<file path="src/rtl/sramw_pkg.sv">
package sramw_pkg;
  typedef enum logic [1:0] {PH_A, PH_B, PH_D1, PH_D2} ph_e;
  localparam logic [1:0] OP_WRITE = 2'b01;
  localparam logic [1:0] SEL_SRAM = 2'b10;
endpackage

</file>
<file path="src/rtl/sramw_cmd_fsm.sv">
module sramw_cmd_fsm #(
  parameter int ID_W   = 5,
  parameter int ADDR_W = 22,
  parameter int DQ_W   = 68,
  parameter int CMD_W  = 9
) (
  input  logic              clk_i,
  input  logic              rst_ni,
  input  logic [ID_W-1:0]   dev_id_i,
  input  logic              cmd_vld_i,
  input  logic [CMD_W-1:0]  cmd_i,
  input  logic [DQ_W-1:0]   dq_i,
  output logic              push_o,
  output logic [ADDR_W-1:0] push_addr_o
);
  import sramw_pkg::*;

  localparam int LO_W    = ADDR_W - 2;
  localparam int SEL_LSB = LO_W - 1;
  localparam int ID_LSB  = SEL_LSB + 2;
  localparam int HI_LSB  = CMD_W - 2;

  ph_e        ph_q, ph_d;
  logic       hit_q;
  logic [1:0] hi_q;
  logic       is_wr, a_ok;

  assign is_wr = cmd_vld_i && (cmd_i[1:0] == OP_WRITE);
  assign a_ok  = is_wr && !cmd_i[2]
              && (dq_i[SEL_LSB +: 2] == SEL_SRAM)
              && (dq_i[ID_LSB +: ID_W] == dev_id_i);

  always_comb begin
    ph_d = ph_q;
    unique case (ph_q)
      PH_A:    if (is_wr) ph_d = PH_B;
      PH_B:    ph_d = PH_D1;
      PH_D1:   ph_d = PH_D2;
      default: ph_d = PH_A;
    endcase
  end

  // every device tracks the phases so dead cycles are never decoded
  always_ff @(posedge clk_i or negedge rst_ni) begin
    if (!rst_ni) begin
      ph_q  <= PH_A;
      hit_q <= 1'b0;
      hi_q  <= '0;
    end else begin
      ph_q <= ph_d;
      if (ph_q == PH_A) begin
        hit_q <= a_ok;
        hi_q  <= cmd_i[HI_LSB +: 2];
      end
    end
  end

  assign push_o      = (ph_q == PH_B) && hit_q && is_wr && !cmd_i[2];
  assign push_addr_o = {hi_q, dq_i[LO_W-1:0]};

  logic unused_bits;
  assign unused_bits = ^{dq_i[DQ_W-1:ID_LSB+ID_W], cmd_i[HI_LSB-1:3]};
endmodule

</file>
<file path="src/rtl/sramw_lat_pipe.sv">
module sramw_lat_pipe #(
  parameter int ADDR_W = 22,
  parameter int STAGES = 3
) (
  input  logic              clk_i,
  input  logic              rst_ni,
  input  logic              in_vld_i,
  input  logic [ADDR_W-1:0] in_addr_i,
  output logic              out_vld_o,
  output logic [ADDR_W-1:0] out_addr_o
);
  generate
    if (STAGES == 0) begin : g_pass
      assign out_vld_o  = in_vld_i;
      assign out_addr_o = in_addr_i;
    end else begin : g_shift
      logic [STAGES-1:0] vld_q;
      logic [ADDR_W-1:0] addr_q [STAGES];

      always_ff @(posedge clk_i or negedge rst_ni) begin
        if (!rst_ni) begin
          vld_q     <= '0;
          addr_q[0] <= '0;
        end else begin
          vld_q[0]  <= in_vld_i;
          addr_q[0] <= in_addr_i;
        end
      end

      for (genvar i = 1; i < STAGES; i++) begin : g_stg
        always_ff @(posedge clk_i or negedge rst_ni) begin
          if (!rst_ni) begin
            vld_q[i]  <= 1'b0;
            addr_q[i] <= '0;
          end else begin
            vld_q[i]  <= vld_q[i-1];
            addr_q[i] <= addr_q[i-1];
          end
        end
      end

      assign out_vld_o  = vld_q[STAGES-1];
      assign out_addr_o = addr_q[STAGES-1];
    end
  endgenerate
endmodule

</file>
<file path="src/rtl/sramw_bus_drv.sv">
module sramw_bus_drv #(
  parameter int ADDR_W = 22
) (
  input  logic              clk_i,
  input  logic              rst_ni,
  input  logic              wr_vld_i,
  input  logic [ADDR_W-1:0] wr_addr_i,
  output logic [ADDR_W-1:0] sram_addr_o,
  output logic              sram_addr_oe_o,
  output logic              sram_we_no,
  output logic              sram_ale_no,
  output logic              sram_oe_no
);
  always_ff @(posedge clk_i or negedge rst_ni) begin
    if (!rst_ni) begin
      sram_addr_o    <= '0;
      sram_addr_oe_o <= 1'b0;
      sram_we_no     <= 1'b1;
      sram_ale_no    <= 1'b1;
    end else begin
      sram_addr_o    <= wr_vld_i ? wr_addr_i : '0;
      sram_addr_oe_o <= wr_vld_i;
      sram_we_no     <= !wr_vld_i;
      sram_ale_no    <= !wr_vld_i;
    end
  end

  assign sram_oe_no = 1'b1;
endmodule

</file>
<file path="src/rtl/sram_wr_decoder.sv">
module sram_wr_decoder #(
  parameter int ID_W   = 5,
  parameter int ADDR_W = 22,
  parameter int DQ_W   = 68,
  parameter int CMD_W  = 9,
  parameter int LAT    = 4
) (
  input  logic              clk_i,
  input  logic              rst_ni,
  input  logic [ID_W-1:0]   dev_id_i,
  input  logic              cmd_vld_i,
  input  logic [CMD_W-1:0]  cmd_i,
  input  logic [DQ_W-1:0]   dq_i,
  output logic [ADDR_W-1:0] sram_addr_o,
  output logic              sram_addr_oe_o,
  output logic              sram_we_no,
  output logic              sram_ale_no,
  output logic              sram_oe_no
);
  // bus driver register supplies the last cycle of latency
  localparam int PIPE_STG = LAT - 1;

  logic              push;
  logic [ADDR_W-1:0] push_addr;
  logic              wr_vld;
  logic [ADDR_W-1:0] wr_addr;

  sramw_cmd_fsm #(.ID_W(ID_W), .ADDR_W(ADDR_W), .DQ_W(DQ_W), .CMD_W(CMD_W)) u_fsm (
    .clk_i       (clk_i),
    .rst_ni      (rst_ni),
    .dev_id_i    (dev_id_i),
    .cmd_vld_i   (cmd_vld_i),
    .cmd_i       (cmd_i),
    .dq_i        (dq_i),
    .push_o      (push),
    .push_addr_o (push_addr)
  );

  sramw_lat_pipe #(.ADDR_W(ADDR_W), .STAGES(PIPE_STG)) u_pipe (
    .clk_i      (clk_i),
    .rst_ni     (rst_ni),
    .in_vld_i   (push),
    .in_addr_i  (push_addr),
    .out_vld_o  (wr_vld),
    .out_addr_o (wr_addr)
  );

  sramw_bus_drv #(.ADDR_W(ADDR_W)) u_drv (
    .clk_i          (clk_i),
    .rst_ni         (rst_ni),
    .wr_vld_i       (wr_vld),
    .wr_addr_i      (wr_addr),
    .sram_addr_o    (sram_addr_o),
    .sram_addr_oe_o (sram_addr_oe_o),
    .sram_we_no     (sram_we_no),
    .sram_ale_no    (sram_ale_no),
    .sram_oe_no     (sram_oe_no)
  );
endmodule

</file>
<file path="config.mk">
export PLATFORM = sky130hd
export DESIGN_NAME = sram_wr_decoder
export DESIGN_NICKNAME = d
export VERILOG_FILES = /design/src/rtl/sramw_pkg.sv /design/src/rtl/sramw_cmd_fsm.sv /design/src/rtl/sramw_lat_pipe.sv /design/src/rtl/sramw_bus_drv.sv /design/src/rtl/sram_wr_decoder.sv
export SDC_FILE = /design/constraint.sdc
export NUM_CORES = 1
export LEC_CHECK = 0
export ABC_AREA = 1
export BUFFER_PORTS_ARGS = -buffer_cell sky130_fd_sc_hd__buf_2
export CORE_UTILIZATION = 40
export CTS_CLUSTER_SIZE = 40
export DETAILED_ROUTE_END_ITERATION = 7
export PLACE_DENSITY = 0.71
export SLEW_MARGIN = 25
export SYNTH_ARGS = -nofsm -noshare
export SYNTH_HDL_FRONTEND = slang
export SYNTH_SLANG_ARGS = --single-unit
</file>
<file path="constraint.sdc">
create_clock -name clk_i -period 1.8 [get_ports clk_i]
set_clock_uncertainty 0.2 [all_clocks]
set_input_delay 0.36 -clock clk_i [delete_from_list [all_inputs] [get_ports clk_i]]
set_output_delay 0.36 -clock clk_i [all_outputs]
set_load 0.005 [all_outputs]
</file>
# ---- Word-level counts from Yosys, hierarchy flattened
# Cells that the tools add are included.
dict set report totals {
  register_bits 98
  in_bits 85
  out_inout_bits 26
  elab_cells 31
}
dict set report classes {
  eq_ne 6
  mux 3
  reduce_logical 10
}
# cell n
set op_table {}
lappend op_table {{$mux W22} 1}
lappend op_table {{$logic_and A1 B1 Y1} 7}
lappend op_table {{$pmux W2 S3} 1}
lappend op_table {{$eq A5 B5 Y1} 1}
lappend op_table {{$eq A2 B1 Y1 const B} 2}
lappend op_table {{$eq A2 B2 Y1 const B} 2}
lappend op_table {{$logic_not A1 Y1} 2}
lappend op_table {{$logic_not A2 Y1} 1}
lappend op_table {{$mux W2} 1}
lappend op_table {{$ne A2 B1 Y1 const B} 1}

# ---- Longest topological paths before layout
dict set report depth {
  depth_word 5
  ltp_mapped 8
  mapped_depth_nobuf 8
}

# ---- Hierarchy
# Synthesis repeated with hierarchy kept, for this count alone.
dict set report unflattened {
  hier_cells 235
  area_unflattened_um2 3208.1
}
# mod n_inst cells_each area_each_um2 seq_area_each_um2
set by_module_without_submodules {}
lappend by_module_without_submodules {sramw_lat_pipe 1 91 1891.8 1726.7}
lappend by_module_without_submodules {sramw_bus_drv 1 74 812.0 601.8}
lappend by_module_without_submodules {sramw_cmd_fsm 1 70 504.2 125.1}

# ---- Worst setup path after synthesis
# OpenSTA, ideal clock, no wires.
dict set report synth_timing {
  path_type {register -> register}
  start {reg u_fsm.ph_q[0]}
  end {reg u_fsm.hit_q}
  arrival_time_ns 1.031
  t_required_ns 1.535
  setup_slack_ns 0.504
  stages_incl_launch_ff 9
  cell_sequence {dfrtp_1 > inv_1 > ha_1 > nand2_1 > nor2_1 > nand2_1 > nor2_1 > nand2_1 > nand2_1}
}
dict set report synth_via {
  elab_chain_len 1
}
# item line
set synth_rtl {}
lappend synth_rtl {{from (decl)} sramw_cmd_fsm.sv:23} ;# ph_e ph_q, ph_d;
lappend synth_rtl {{from (signal assigned)} sramw_cmd_fsm.sv:50} ;# ph_q <= ph_d;
lappend synth_rtl {{$logic_not A2 Y1} sramw_cmd_fsm.sv:51} ;# if (ph_q == PH_A) begin
lappend synth_rtl {{to (signal assigned)} sramw_cmd_fsm.sv:52} ;# hit_q <= a_ok;
lappend synth_rtl {{to (decl)} sramw_cmd_fsm.sv:24} ;# logic hit_q;
# Every way passes these cells.
# A chain may end at the register's enable or synchronous reset.

# ---- Final worst setup path
dict set report layout_timing {
  start {reg u_drv.sram_ale_no}
  end {out sram_ale_no}
}
# item line
set layout_lines {}
lappend layout_lines {{from (decl)} sramw_bus_drv.sv:11} ;# output logic sram_ale_no,
lappend layout_lines {{from (signal assigned)} sramw_bus_drv.sv:24} ;# sram_ale_no <= !wr_vld_i;
lappend layout_lines {{to (decl)} sram_wr_decoder.sv:17} ;# output logic sram_ale_no,
# No word-level cell between the ends.

==> impl_summary.txt <==
----------------------------------------------------
[Status]
  Status ... finished, final reports clean

[Global routing]
  Number of antenna violations at the first check in global routing ... 0
  Total global-route track usage ... 0.115
  GR Overflow Total ... 0
  Via count of the first global-routing pass ... about 1400
  Largest net degree at the start of global routing ... 30
  Global-route wire length before repair ... 6310 um

[Route]
  Iteration-0 DRC Markers ... 100
  Average wire per standard cell ... 10.0 um
  Number of routed nets with antenna violations ... 0
  1st-pass router iterations ... 3
  Number of vias in the routed layout ... 1467
  Number of DRC violations after detailed routing ... 0
  Via-to-Cell Ratio ... ~3.8
  Total wire length after detailed routing ... 3910 um

[Final layout]
  Final core area utilization ... 0.553
  Net count reported at finish ... between 300 and 400
  Fill cells ... about 560
  Post-synthesis to final-layout area growth ... 31.9%
  Number of standard cells in the layout, taps in and fillers out ... 391
  Layout cell share with drive strength beyond 1 ... 0.292
  Number of diodes added for antenna fixing ... 0

[Timing]
  Time the final worst path needs with I/O delays and setup ... between 1.5 and 2 ns
  Total negative slack for setup checks ... 0 ns
  Unrepaired setup endpoints after global routing ... false
  Max-slew violation total from the final report ... 0
  Max Clk Rate ... around 0.65 GHz
  Final number of hold-violating endpoints ... 0
  Post-route fraction of the period consumed by the critical path ... 0.849
  Final worst hold slack ... 0.0327 ns
  Finish-stage setup viols ... 0

[Floorplan]
  Core footprint ... roughly 0.007 mm2
  Die width ... slightly below 90 um
  DIE AREA ... between 0.007 and 0.008 mm2
  Number of I/O pins ... 111
  Die height ... 86.8 um
  Effective utilization at floorplan ... 0.419
  Num rows ... 30

[Clock tree]
  Clock slew seen by the registers of the worst setup and hold paths ... 0.08 ns
  Clk_lat worst skew ... 0.33 ns
  Largest buffer count on any clock path ... 2
  Number of gates resized after cts ... 0
  Clock tree from TritonCTS ... done
  CTS root buffer ... sky130_fd_sc_hd__clkbuf_8
  Number of H-tree branching levels ... 3
  Sinks on the clock net ... 98
  Number of CTS-inserted buffers ... 9

[Critical path]
  Top fanout value on the critical path ... 2
  Number of buffers and inverters on the critical path ... 1
  Element type at the critical path start ... flip-flop
  CP cell instances ... buf_2
  Cell at the slowest stage of the critical path ... sky130_fd_sc_hd__dfstp_2
  Critical path arrival ... 0.97 ns
  Required @ worst endpoint ... ~1.2 ns
  Critical path's top delay family ... flip-flops
  Type of the worst setup path ... reg -> out
  Longest individual stage delay on the worst path ... 0.53 ns
  Critical path capture point type ... output port

[Worst hold path]
  Kind of path behind the tightest hold check ... in -> reg

[Pwr]
  Total power divided by cell area ... 1140 mW/mm2
  Peak supply drop ... roughly 0.57 mV
  Total power consumption of the routed design ... between 4 and 5 mW
  Leakage power ... 2.10 nW

[Logic synthesis]
  Number of warnings issued by yosys ... 0
  Synth cell types ... 15
  Mean area per synthesized cell ... between 10 and 15 um2
  Cell count after synthesis ... 194
  Register bit total from synthesis ... between 90 and 100
  Synthesized Nets ... 282
  Post-Synthesis Cell Area ... 0.00288 mm2
  Sequential area share after synthesis ... 0.852

[Placement]
  Detailed placer's ending HPWL ... about 2500 um
  Gp weighted congestion ... 0.692
  Port Buffers ... 63
  DP Cell Count ... 354

[Run]
  Max-cap violations ... 0

----------------------------------------------------
## flip-flops by register name (all words and copies together), names as in the netlist
register,count
u_pipe.g_shift.addr_q,44
u_fsm.ph_q,2
u_fsm.hit_q,1
u_pipe.out_addr_o,22
u_pipe.g_shift.vld_q,2
u_fsm.hi_q,2
u_drv.sram_ale_no,1
u_drv.sram_addr_oe_o,1
u_pipe.out_vld_o,1
u_drv.sram_addr_o,22
## layer usage
metal,global-route usage,wire [um],vias up
li1,-,-,747
met1,0.142,1670,667
met2,0.179,1950,51
met3,0.0438,263,2
met4,0.0545,39,0
met5,0,0,-
## worst paths after layout
| kind | startpoint | cells after the start | slack [ns] | end |
|---|---|---|---|---|
| hold / removal | cmd_i[7] | 3 | 0.03 | u_fsm.hi_q[0] |
| min in group asynchronous | rst_ni | 2 | 0.29 | u_pipe.g_shift.addr_q[38] |
| setup / recovery | u_drv.sram_ale_no | 1 | 0.27 | sram_ale_no |
| hold reg to reg | u_pipe.g_shift.addr_q[38] | 0 | 0.15 | u_pipe.out_addr_o[16] |
| max in group asynchronous | rst_ni | 3 | 0.60 | u_drv.sram_addr_oe_o |
| setup reg to reg | u_fsm.ph_q[1] | 8 | 0.33 | u_fsm.hit_q |
## cell usage in the layout (no fill, tap or decap)
cell                             n
sky130_fd_sc_hd__dlygate4sd3_1  21
sky130_fd_sc_hd__xnor2_1         3
sky130_fd_sc_hd__nor2_1          4
sky130_fd_sc_hd__buf_12          2
sky130_fd_sc_hd__o21ai_2         1
sky130_fd_sc_hd__clkinvlp_4      1
sky130_fd_sc_hd__o21ai_1         1
sky130_fd_sc_hd__clkinv_2        1
sky130_fd_sc_hd__bufinv_16       3
sky130_fd_sc_hd__nor2_2          1
sky130_fd_sc_hd__buf_4           4
sky130_fd_sc_hd__dfstp_2         1
sky130_fd_sc_hd__clkbuf_1        2
sky130_fd_sc_hd__clkbuf_8        9
sky130_fd_sc_hd__dfrtp_1        97
sky130_fd_sc_hd__inv_1          31
sky130_fd_sc_hd__nand2_2         1
sky130_fd_sc_hd__conb_1          1
sky130_fd_sc_hd__nand2_1        44
sky130_fd_sc_hd__ha_1            3
sky130_fd_sc_hd__buf_2          62
sky130_fd_sc_hd__o21ai_0         2
## per-stage QoR
step                setup WS (ns)  area, um2
floorplan                   0.504       2880
global placement            0.384       3350
detailed placement          0.335       3350
CTS                         0.248       3800
global route                0.207       3800
finish                      0.273       3800
## power by group
part           internal, mW  total, mW  switching (mW)
logic                 0.144      0.326           0.182
registers              2.38       2.44          0.0594
clock network         0.922       1.58           0.655
## cell usage after synthesis
library cell	count	share of area
sky130_fd_sc_hd__buf_4	2	0.0052
sky130_fd_sc_hd__dfstp_2	1	0.0091
sky130_fd_sc_hd__nor2_1	4	0.0052
sky130_fd_sc_hd__nand2_1	44	0.057
sky130_fd_sc_hd__buf_2	2	0.0035
sky130_fd_sc_hd__inv_1	31	0.040
sky130_fd_sc_hd__nand2_2	1	0.0022
sky130_fd_sc_hd__o21ai_2	1	0.0030
sky130_fd_sc_hd__o21ai_0	2	0.0035
sky130_fd_sc_hd__dfrtp_1	97	0.84
sky130_fd_sc_hd__o21ai_1	1	0.0017
sky130_fd_sc_hd__nor2_2	1	0.0022
sky130_fd_sc_hd__ha_1	3	0.013
sky130_fd_sc_hd__xnor2_1	3	0.0091
sky130_fd_sc_hd__conb_1	1	0.0013
## layout make-up
type / instances / area [um2] / share of cell area
well taps: 96 / 120 / 0.0316
repair buffers: 89 / 591 / 0.155
multi-input cells: 61 / 284 / 0.0748
inverters: 31 / 116 / 0.0306
flip-flops and latches: 98 / 2450 / 0.646
clock buffers: 11 / 131 / 0.0346
clock inverters: 5 / 103 / 0.0270
## what timing repair did
| item | in CTS | in global routing |
|---|---|---|
| setup buffers | 0 | 0 |
| hold buffers | 21 | 0 |
| setup endpoints to repair | 0 | 0 |
| endpoints found under the hold margin | 44 | 0 |
## worst reg2reg max path, stage by stage, from the launching register on
cell and delay (ns):
sky130_fd_sc_hd__dfrtp_1 0.39, sky130_fd_sc_hd__inv_1 0.11, sky130_fd_sc_hd__ha_1 0.29, sky130_fd_sc_hd__nand2_1 0.08, sky130_fd_sc_hd__nor2_1 0.08, sky130_fd_sc_hd__nand2_1 0.05, sky130_fd_sc_hd__nor2_1 0.09, sky130_fd_sc_hd__nand2_1 0.06
sky130_fd_sc_hd__nand2_1 0.05
## cell families after synthesis
family                   Yosys count  share of synthesized area
buffers and inverters             35                     0.0491
XOR/XNOR                           3                    0.00913
flip-flops                        98                      0.852
other                              1                    0.00130
AO/OA/AOI/OAI                      4                    0.00826
AND/OR/NAND/NOR                   50                     0.0669
adder cells (fa/ha/maj)            3                     0.0130
Power figures use the tool's default switching activity.
